===== config.mk =====
export PLATFORM = sky130hd
export DESIGN_NAME = vga_text_ctrl
export DESIGN_NICKNAME = d
export VERILOG_FILES = /design/src/rtl/vga_text_pkg.sv /design/src/rtl/vga_text_timing.sv /design/src/rtl/vga_text_datapath.sv /design/src/rtl/vga_text_ctrl.sv
export SDC_FILE = /design/constraint.sdc
export NUM_CORES = 1
export LEC_CHECK = 0
export ABC_AREA = 1
export BUFFER_PORTS_ARGS = -buffer_cell sky130_fd_sc_hd__buf_2
export CAP_MARGIN = 15
export CORE_AREA = 5 5 76 78
export CTS_CLUSTER_SIZE = 8
export DETAILED_ROUTE_END_ITERATION = 8
export DIE_AREA = 0 0 81 83
export HOLD_SLACK_MARGIN = 0.15
export PLACE_DENSITY = 0.81
export SKIP_LAST_GASP = 1
export SYNTH_ARGS = -nofsm -noshare
export SYNTH_HDL_FRONTEND = slang
export SYNTH_SLANG_ARGS = --single-unit

===== constraint.sdc =====
create_clock -name clk -period 2.6 [get_ports clk]
set_input_delay 0.52 -clock clk [delete_from_list [all_inputs] [get_ports clk]]
set_output_delay 0.52 -clock clk [all_outputs]
set_load 0.01 [all_outputs]

===== src/rtl/vga_text_pkg.sv =====
package vga_text_pkg;

  // Strobes passed from the timing control to the datapath.
  typedef struct packed {
    logic charFetch;   // character address is presented this cycle
    logic loadShift;   // font byte arrives; load shift register
    logic lineEnd;     // last cycle of a scan line
    logic frameEnd;    // last cycle of the frame
    logic activeLine;  // current line lies in the visible region
  } vgaStrobes_t;

endpackage


===== src/rtl/vga_text_timing.sv =====
module vga_text_timing
  import vga_text_pkg::*;
#(
  parameter int H_SYNC  = 96,
  parameter int H_BACK  = 48,
  parameter int H_FRONT = 16,
  parameter int V_PRE   = 10,
  parameter int V_SYNC  = 2,
  parameter int V_POST  = 33,
  parameter int COLS    = 80,
  parameter int ROWS    = 30,
  parameter int FONT_H  = 16,
  parameter int CELL_W  = 8
) (
  input  logic        clk,
  input  logic        rstN,
  output vgaStrobes_t strb,
  output logic        hSyncN,
  output logic        vSyncN,
  output logic        blank
);

  localparam int H_ACT       = COLS * CELL_W;
  localparam int H_ACT_START = H_SYNC + H_BACK;
  localparam int H_ACT_END   = H_ACT_START + H_ACT;
  localparam int H_TOTAL     = H_ACT_END + H_FRONT;
  localparam int V_SYNC_END  = V_PRE + V_SYNC;
  localparam int V_ACT_START = V_SYNC_END + V_POST;
  localparam int V_TOTAL     = V_ACT_START + ROWS * FONT_H;
  localparam int HW          = $clog2(H_TOTAL);
  localparam int VW          = $clog2(V_TOTAL);
  // Character read, font read, shift load: three stages ahead of pixel.
  localparam int FETCH_LEAD  = 3;
  localparam int FETCH_START = H_ACT_START - FETCH_LEAD;
  localparam int PH_W        = $clog2(CELL_W);

  logic [HW-1:0]   hCount;
  logic [VW-1:0]   vCount;
  logic [HW-1:0]   fetchOffs;
  logic [PH_W-1:0] phase;
  logic            lineDone, hActive, vActive, inWindow;

  always_ff @(posedge clk) begin
    if (!rstN) begin
      hCount <= '0;
      vCount <= '0;
    end else if (lineDone) begin
      hCount <= '0;
      vCount <= (vCount == VW'(V_TOTAL - 1)) ? '0 : vCount + 1'b1;
    end else begin
      hCount <= hCount + 1'b1;
    end
  end

  always_comb begin
    lineDone  = (hCount == HW'(H_TOTAL - 1));
    hActive   = (hCount >= HW'(H_ACT_START)) && (hCount < HW'(H_ACT_END));
    vActive   = (vCount >= VW'(V_ACT_START));
    inWindow  = (hCount >= HW'(FETCH_START)) && (hCount < HW'(FETCH_START + H_ACT));
    fetchOffs = hCount - HW'(FETCH_START);
    phase     = fetchOffs[PH_W-1:0];

    strb.charFetch  = vActive && inWindow && (phase == PH_W'(0));
    strb.loadShift  = vActive && inWindow && (phase == PH_W'(FETCH_LEAD - 1));
    strb.lineEnd    = lineDone;
    strb.frameEnd   = lineDone && (vCount == VW'(V_TOTAL - 1));
    strb.activeLine = vActive;

    hSyncN = !(hCount < HW'(H_SYNC));
    vSyncN = !((vCount >= VW'(V_PRE)) && (vCount < VW'(V_SYNC_END)));
    blank  = !(hActive && vActive);
  end

endmodule


===== src/rtl/vga_text_datapath.sv =====
module vga_text_datapath
  import vga_text_pkg::*;
#(
  parameter int COLS    = 80,
  parameter int FONT_H  = 16,
  parameter int CELL_W  = 8,
  parameter int CODE_W  = 8,
  parameter int CHAR_AW = 12,
  parameter int FONT_AW = 12
) (
  input  logic               clk,
  input  logic               rstN,
  input  vgaStrobes_t        strb,
  input  logic               blank,
  input  logic [CODE_W-1:0]  charCode,
  input  logic [CELL_W-1:0]  fontData,
  output logic [CHAR_AW-1:0] charAddr,
  output logic [FONT_AW-1:0] fontAddr,
  output logic               pixel
);

  localparam int COL_W  = $clog2(COLS + 1);
  localparam int LINE_W = $clog2(FONT_H);

  logic [COL_W-1:0]   colIdx;
  logic [LINE_W-1:0]  scanLine;
  logic [CHAR_AW-1:0] rowBase;
  logic [CELL_W-1:0]  shiftReg;

  always_ff @(posedge clk) begin
    if (!rstN) begin
      colIdx <= '0;
    end else if (strb.lineEnd) begin
      colIdx <= '0;
    end else if (strb.charFetch) begin
      colIdx <= colIdx + 1'b1;
    end
  end

  always_ff @(posedge clk) begin
    if (!rstN || strb.frameEnd) begin
      scanLine <= '0;
      rowBase  <= '0;
    end else if (strb.lineEnd && strb.activeLine) begin
      if (scanLine == LINE_W'(FONT_H - 1)) begin
        scanLine <= '0;
        rowBase  <= rowBase + CHAR_AW'(COLS);
      end else begin
        scanLine <= scanLine + 1'b1;
      end
    end
  end

  always_ff @(posedge clk) begin
    if (!rstN) begin
      shiftReg <= '0;
    end else if (strb.loadShift) begin
      shiftReg <= fontData;
    end else begin
      shiftReg <= {shiftReg[CELL_W-2:0], 1'b0};
    end
  end

  always_comb begin
    charAddr = rowBase + CHAR_AW'(colIdx);
    fontAddr = FONT_AW'({charCode, scanLine});
    pixel    = shiftReg[CELL_W-1] && !blank;
  end

endmodule


===== src/rtl/vga_text_ctrl.sv =====
module vga_text_ctrl
  import vga_text_pkg::*;
#(
  parameter int H_SYNC  = 96,
  parameter int H_BACK  = 48,
  parameter int H_FRONT = 16,
  parameter int V_PRE   = 10,
  parameter int V_SYNC  = 2,
  parameter int V_POST  = 33,
  parameter int COLS    = 80,
  parameter int ROWS    = 30,
  parameter int FONT_H  = 16,
  parameter int CELL_W  = 8,
  parameter int CODE_W  = 8,
  parameter int CHAR_AW = $clog2(COLS * ROWS),
  parameter int FONT_AW = CODE_W + $clog2(FONT_H)
) (
  input  logic               clk,
  input  logic               rstN,
  output logic [CHAR_AW-1:0] charAddr,
  input  logic [CODE_W-1:0]  charCode,
  output logic [FONT_AW-1:0] fontAddr,
  input  logic [CELL_W-1:0]  fontData,
  output logic               hSyncN,
  output logic               vSyncN,
  output logic               blank,
  output logic               pixel
);

  vgaStrobes_t strb;

  vga_text_timing #(
    .H_SYNC(H_SYNC), .H_BACK(H_BACK), .H_FRONT(H_FRONT),
    .V_PRE(V_PRE), .V_SYNC(V_SYNC), .V_POST(V_POST),
    .COLS(COLS), .ROWS(ROWS), .FONT_H(FONT_H), .CELL_W(CELL_W)
  ) u_timing (
    .clk(clk), .rstN(rstN), .strb(strb),
    .hSyncN(hSyncN), .vSyncN(vSyncN), .blank(blank)
  );

  vga_text_datapath #(
    .COLS(COLS), .FONT_H(FONT_H), .CELL_W(CELL_W),
    .CODE_W(CODE_W), .CHAR_AW(CHAR_AW), .FONT_AW(FONT_AW)
  ) u_datapath (
    .clk(clk), .rstN(rstN), .strb(strb), .blank(blank),
    .charCode(charCode), .fontData(fontData),
    .charAddr(charAddr), .fontAddr(fontAddr), .pixel(pixel)
  );

endmodule


### After elaboration in Yosys (flattened, before gate mapping)

Index checks and enable logic that the tools add are counted.

* bits in registers: 51
* bits of input ports: 18
* output and inout bits: 28
* word-level logic and storage cells: 49

* $add $sub $neg: 7
* order comparisons: 8
* eq/ne operators: 4
* mux-type cells: 3
* bitwise gates (word level): 1
* reduce and logical (&&, ||, !) cells: 19

Operators by type and width (number)
* $add 10x1->10 const B: 2
* $eq 10x10->1 const B: 2
* $ge 10x8->1 const B: 2
* $lt 10x10->1 const B: 2
* $add 12x7->12: 1
* $add 12x7->12 const B: 1
* $ge 10x4->1 const B: 1
* $ge 10x6->1 const B: 1
* $logic_and 1x1->1: 10
* $lt 10x4->1 const B: 1
* $lt 10x7->1 const B: 1
* $mux 10: 1
* $mux 8: 1
* $add 7x1->7 const B: 1
* $add 4x1->4 const B: 1
* $eq 4x4->1 const B: 1
* $logic_not 1->1: 4
* $mux 4: 1
* $reduce_and 2->1: 2
* $eq 3x2->1 const B: 1
* $logic_not 3->1: 1
* $sub 3x3->3 const B: 1
* $reduce_or 2->1: 1
* $logic_or 1x1->1: 1
* $not 1->1: 1

### Logic depth before layout (Yosys ltp)

* depth after elaboration: 5
* depth in mapped cells: 12
* mapped depth without buffers: 12

### Hierarchy

From an unflattened synthesis, not the netlist that was laid out.

* cells, all modules: 424
* area, all modules: 2859.0 um^2

By module, submodules not included
* vga_text_timing: times used 1, cells an instance 222, area an instance 1435.1 um^2, sequential area each 400.4 um^2
* vga_text_datapath: times used 1, cells an instance 202, area an instance 1423.9 um^2, sequential area each 540.5 um^2

### Worst setup path before layout

No wires, ideal clock.

* path kind: reg2out
* start point: register u_timing.vCount[0]
* end point: output port pixel
* arrival: 1.484 ns
* required time: 2.080 ns
* setup slack: 0.596 ns
* stages on the path, launching flop included: 9
* buffers on the path: 0
* cell sequence: dfxtp_1 -> inv_1 -> ha_1 -> nand2_1 -> nand3_1 -> nand2_2 -> nand2_1 -> or2_2 -> nor2_1

* longest elaborated chain between the ends: 3

RTL lines
* start, declared: line vga_text_timing.sv:38 `logic [VW-1:0] vCount;`
* start signal, assigned: line vga_text_timing.sv:49 `vCount <= (vCount == VW'(V_TOTAL - 1)) ? '0 : vCount + 1'b1;`
* $ge 10x6->1: line vga_text_timing.sv:58 `vActive = (vCount >= VW'(V_ACT_START));`
* $logic_and 1x1->1: line vga_text_timing.sv:71 `blank = !(hActive && vActive);`
* $logic_and 1x1->1: line vga_text_datapath.sv:67 `pixel = shiftReg[CELL_W-1] && !blank;`
* end, declared: line vga_text_ctrl.sv:27 `output logic pixel`

Every way passes these cells.

### Final worst setup path

Ends and elaborated chain as after synthesis.

==> impl_metrics.json <==
{
  "relSlewSlack": 0.648,
  "clockBufferDepth": 2,
  "ys.flop_type": "dfxtp_1",
  "p_total_mw": 1.22,
  "required_ns": 2.08,
  "ys_seq_area_frac": 0.329,
  "cp.buffers_inverters": 2,
  "max_stage_delay_ns": 0.43,
  "syn-num-nets": 442,
  "critPathLaunchType": "flop",
  "max_freq_ghz": 0.410,
  "firstDrtPassIters": 4,
  "status": "complete, no violations",
  "die_x_um": 81,
  "synth-edff-count": 0,
  "syn-instance-count": 410,
  "fin_worst_skew_ns": 0.0119,
  "fp.coreArea_um2": 5010,
  "drc": 0,
  "layoutNonFillerInstCount": 499,
  "p_sw_uw": 272,
  "vias": 2466,
  "critPathMaxFanout": 6,
  "hold_viol": 0,
  "ioPinCount": 46,
  "drv_cap": 0,
  "antenna_found_initial": 0,
  "place_congestion": 0.875,
  "numCtsBuffers": 5,
  "wl_per_cell_um": 11.2,
  "rsz0062_at_grt": "false",
  "multi_input_area_um2": 1550,
  "crit_family": "simple AND/OR/NAND/NOR gates",
  "clock_sinks": 47,
  "root_buffer": "clkbuf_8",
  "cts_hold_buf": 0,
  "grt_pass1_wl_mm": 9.80,
  "grt_use_total": 0.177,
  "cts_tree": "built",
  "fin_crit_sh": 0.939,
  "min_period_ns": 2.44,
  "whs_ns": 0.439,
  "dp.cells": 492,
  "hp-class": "flop to flop",
  "cpMostUsedCell": "nand2_1",
  "fin_tns_setup_ns": 0,
  "path_cells": "inv_1 > ha_1 > nand2_1 > nand3_1 > nand2_2 > nand2_1 > or2_2 > nor2_1 > buf_2",
  "clock_power_share": 0.361,
  "ys_ff_latch": 47,
  "syn_to_final_growth_pct": 6.92,
  "clk_latency_ns": 0.30,
  "crit_arrival_ns": 1.92,
  "drive_gt1_frac": 0.133,
  "p_comb_frac": 0.045,
  "die_area_um2": 6720,
  "antenna_cells": 0,
  "swShare": 0.222,
  "viasPerCell": 4.94,
  "path_clk_slew_ns": 0.09,
  "seqPwrFrac": 0.593,
  "syn_area_um2": 2860,
  "async_flop_share": 0,
  "final.fill_count": 483,
  "drtIter0Drc": 107,
  "yosysMostFrequentCell": "nand2_1",
  "ant_nets": 0,
  "p_int_uw": 951,
  "synthTopCellsByArea": "dfxtp_1 (33%), nand2_1 (11%), nor2_1 (7.5%)",
  "avgSynthCellArea_um2": 6.97,
  "crit_type": "flop to output port",
  "grt_max_degree": 18,
  "h-tree-depth": 2,
  "setup_viol": 0,
  "max_slew.worst_pin.slew_ns": 0.525,
  "synth_commonest_cells": "nand2_1 (86), nor2_1 (57), inv_1 (56)",
  "cpMaxStageDelayCell": "dfxtp_1",
  "endpoint_kind": "output port",
  "synth_top_area_frac": 0.329,
  "grt_pass1_vias": 2290,
  "overflow": 0,
  "slew_viol_final": 0,
  "p_per_area_nw_per_um2": 400,
  "utilization": 0.610,
  "place_hpwl_mm": 4.33,
  "rows": 26,
  "start_util": 0.570,
  "p_leak_nw": 1.40,
  "die_y_um": 83,
  "ys_warn_count": 0,
  "peakVddDrop_v": 0.000218,
  "yosysUniqueCellTypes": 31,
  "regArea_um2": 941,
  "synth.largest_area_cell": "dfxtp_1",
  "numPortBuffers": 29,
  "cts-resized-gates": 0,
  "cts_setup_buffers": 0,
  "routed_wl_mm": 5.59,
  "final_nets": 461
}
-- cell families after synthesis --
family	share of synthesized area
AOI/OAI and AO/OA	0.0871
xor gates and xnor gates	0.0613
adders and majority gates	0.0639
buffers and inverters	0.127
DFF	0.329
and+or+nand+nor	0.331
-- stage by stage --
step                setup slack, ns  instance area [µm²]
floorplan                     0.596                 2860
global placement              0.526                 2970
detailed placement            0.490                 2970
CTS                           0.145                 3060
global route                 0.0205                 3060
finish                        0.159                 3060
-- worst paths after layout --
check | endpoint | slack [ns] | startpoint | depth (start not counted)
max reg2reg | u_datapath.colIdx[1] | 0.55 | u_timing.vCount[0] | 10
max | pixel | 0.16 | u_timing.vCount[0] | 9
min reg2reg | u_datapath.shiftReg[5] | 0.44 | u_datapath.shiftReg[4] | 2
min | u_datapath.shiftReg[5] | 0.44 | u_datapath.shiftReg[4] | 2
-- registers in the layout, summed over array words and instances (netlist names) --
signal,cells
u_datapath.colIdx,7
u_datapath.rowBase,8
u_datapath.scanLine,4
u_datapath.shiftReg,8
u_timing.hCount,10
u_timing.vCount,10
-- cell usage in the layout (no fill, tap or decap), drive strengths merged, types with 2 or more instances in the layout --
| cell type | n |
|---|---|
| a31oi | 2 |
| clkbuf | 6 |
| nand3 | 17 |
| dfxtp | 47 |
| nand4 | 23 |
| nand2 | 89 |
| o21ai | 10 |
| inv | 60 |
| nor2 | 61 |
| buf | 31 |
| or2 | 2 |
| nor3 | 13 |
| ha | 13 |
| a21oi | 29 |
| xor2 | 19 |
-- per-layer routing --
metal,global-route usage,part of all wire,vias to the layer above
met4,0.0645,0.014,0
met1,0.207,0.44,1098
met3,0.0357,0.037,6
li1,-,-,1333
met5,0,0,-
met2,0.311,0.50,29
-- tightest hold or removal path, stage by stage (launching register included) --
cell	delay [ns]
dfxtp_1	0.31
nor2_1	0.04
nor2_1	0.07
-- power groups by stage --
| stage | Clock, mW | Sequential [mW] | Combinational [mW] |
|---|---|---|---|
| 2_1_floorplan | 0 | 0.742 | 0.0520 |
| 6_report | 0.442 | 0.726 | 0.0551 |
| 3_3_place_gp | 0 | 0.743 | 0.0546 |
| 5_1_grt | 0.483 | 0.727 | 0.0634 |
| 3_5_place_dp | 0 | 0.743 | 0.0554 |
| 4_1_cts | 0.458 | 0.726 | 0.0555 |
-- cell type report --
type,instances,area share
clock inverters,1,0.00164
inverters,60,0.0737
flip-flops and latches,47,0.308
clock buffers,6,0.0270
multi-input cells,284,0.509
well taps,70,0.0287
repair buffers,31,0.0524
Note: power is estimated with default switching activity, not from simulation.
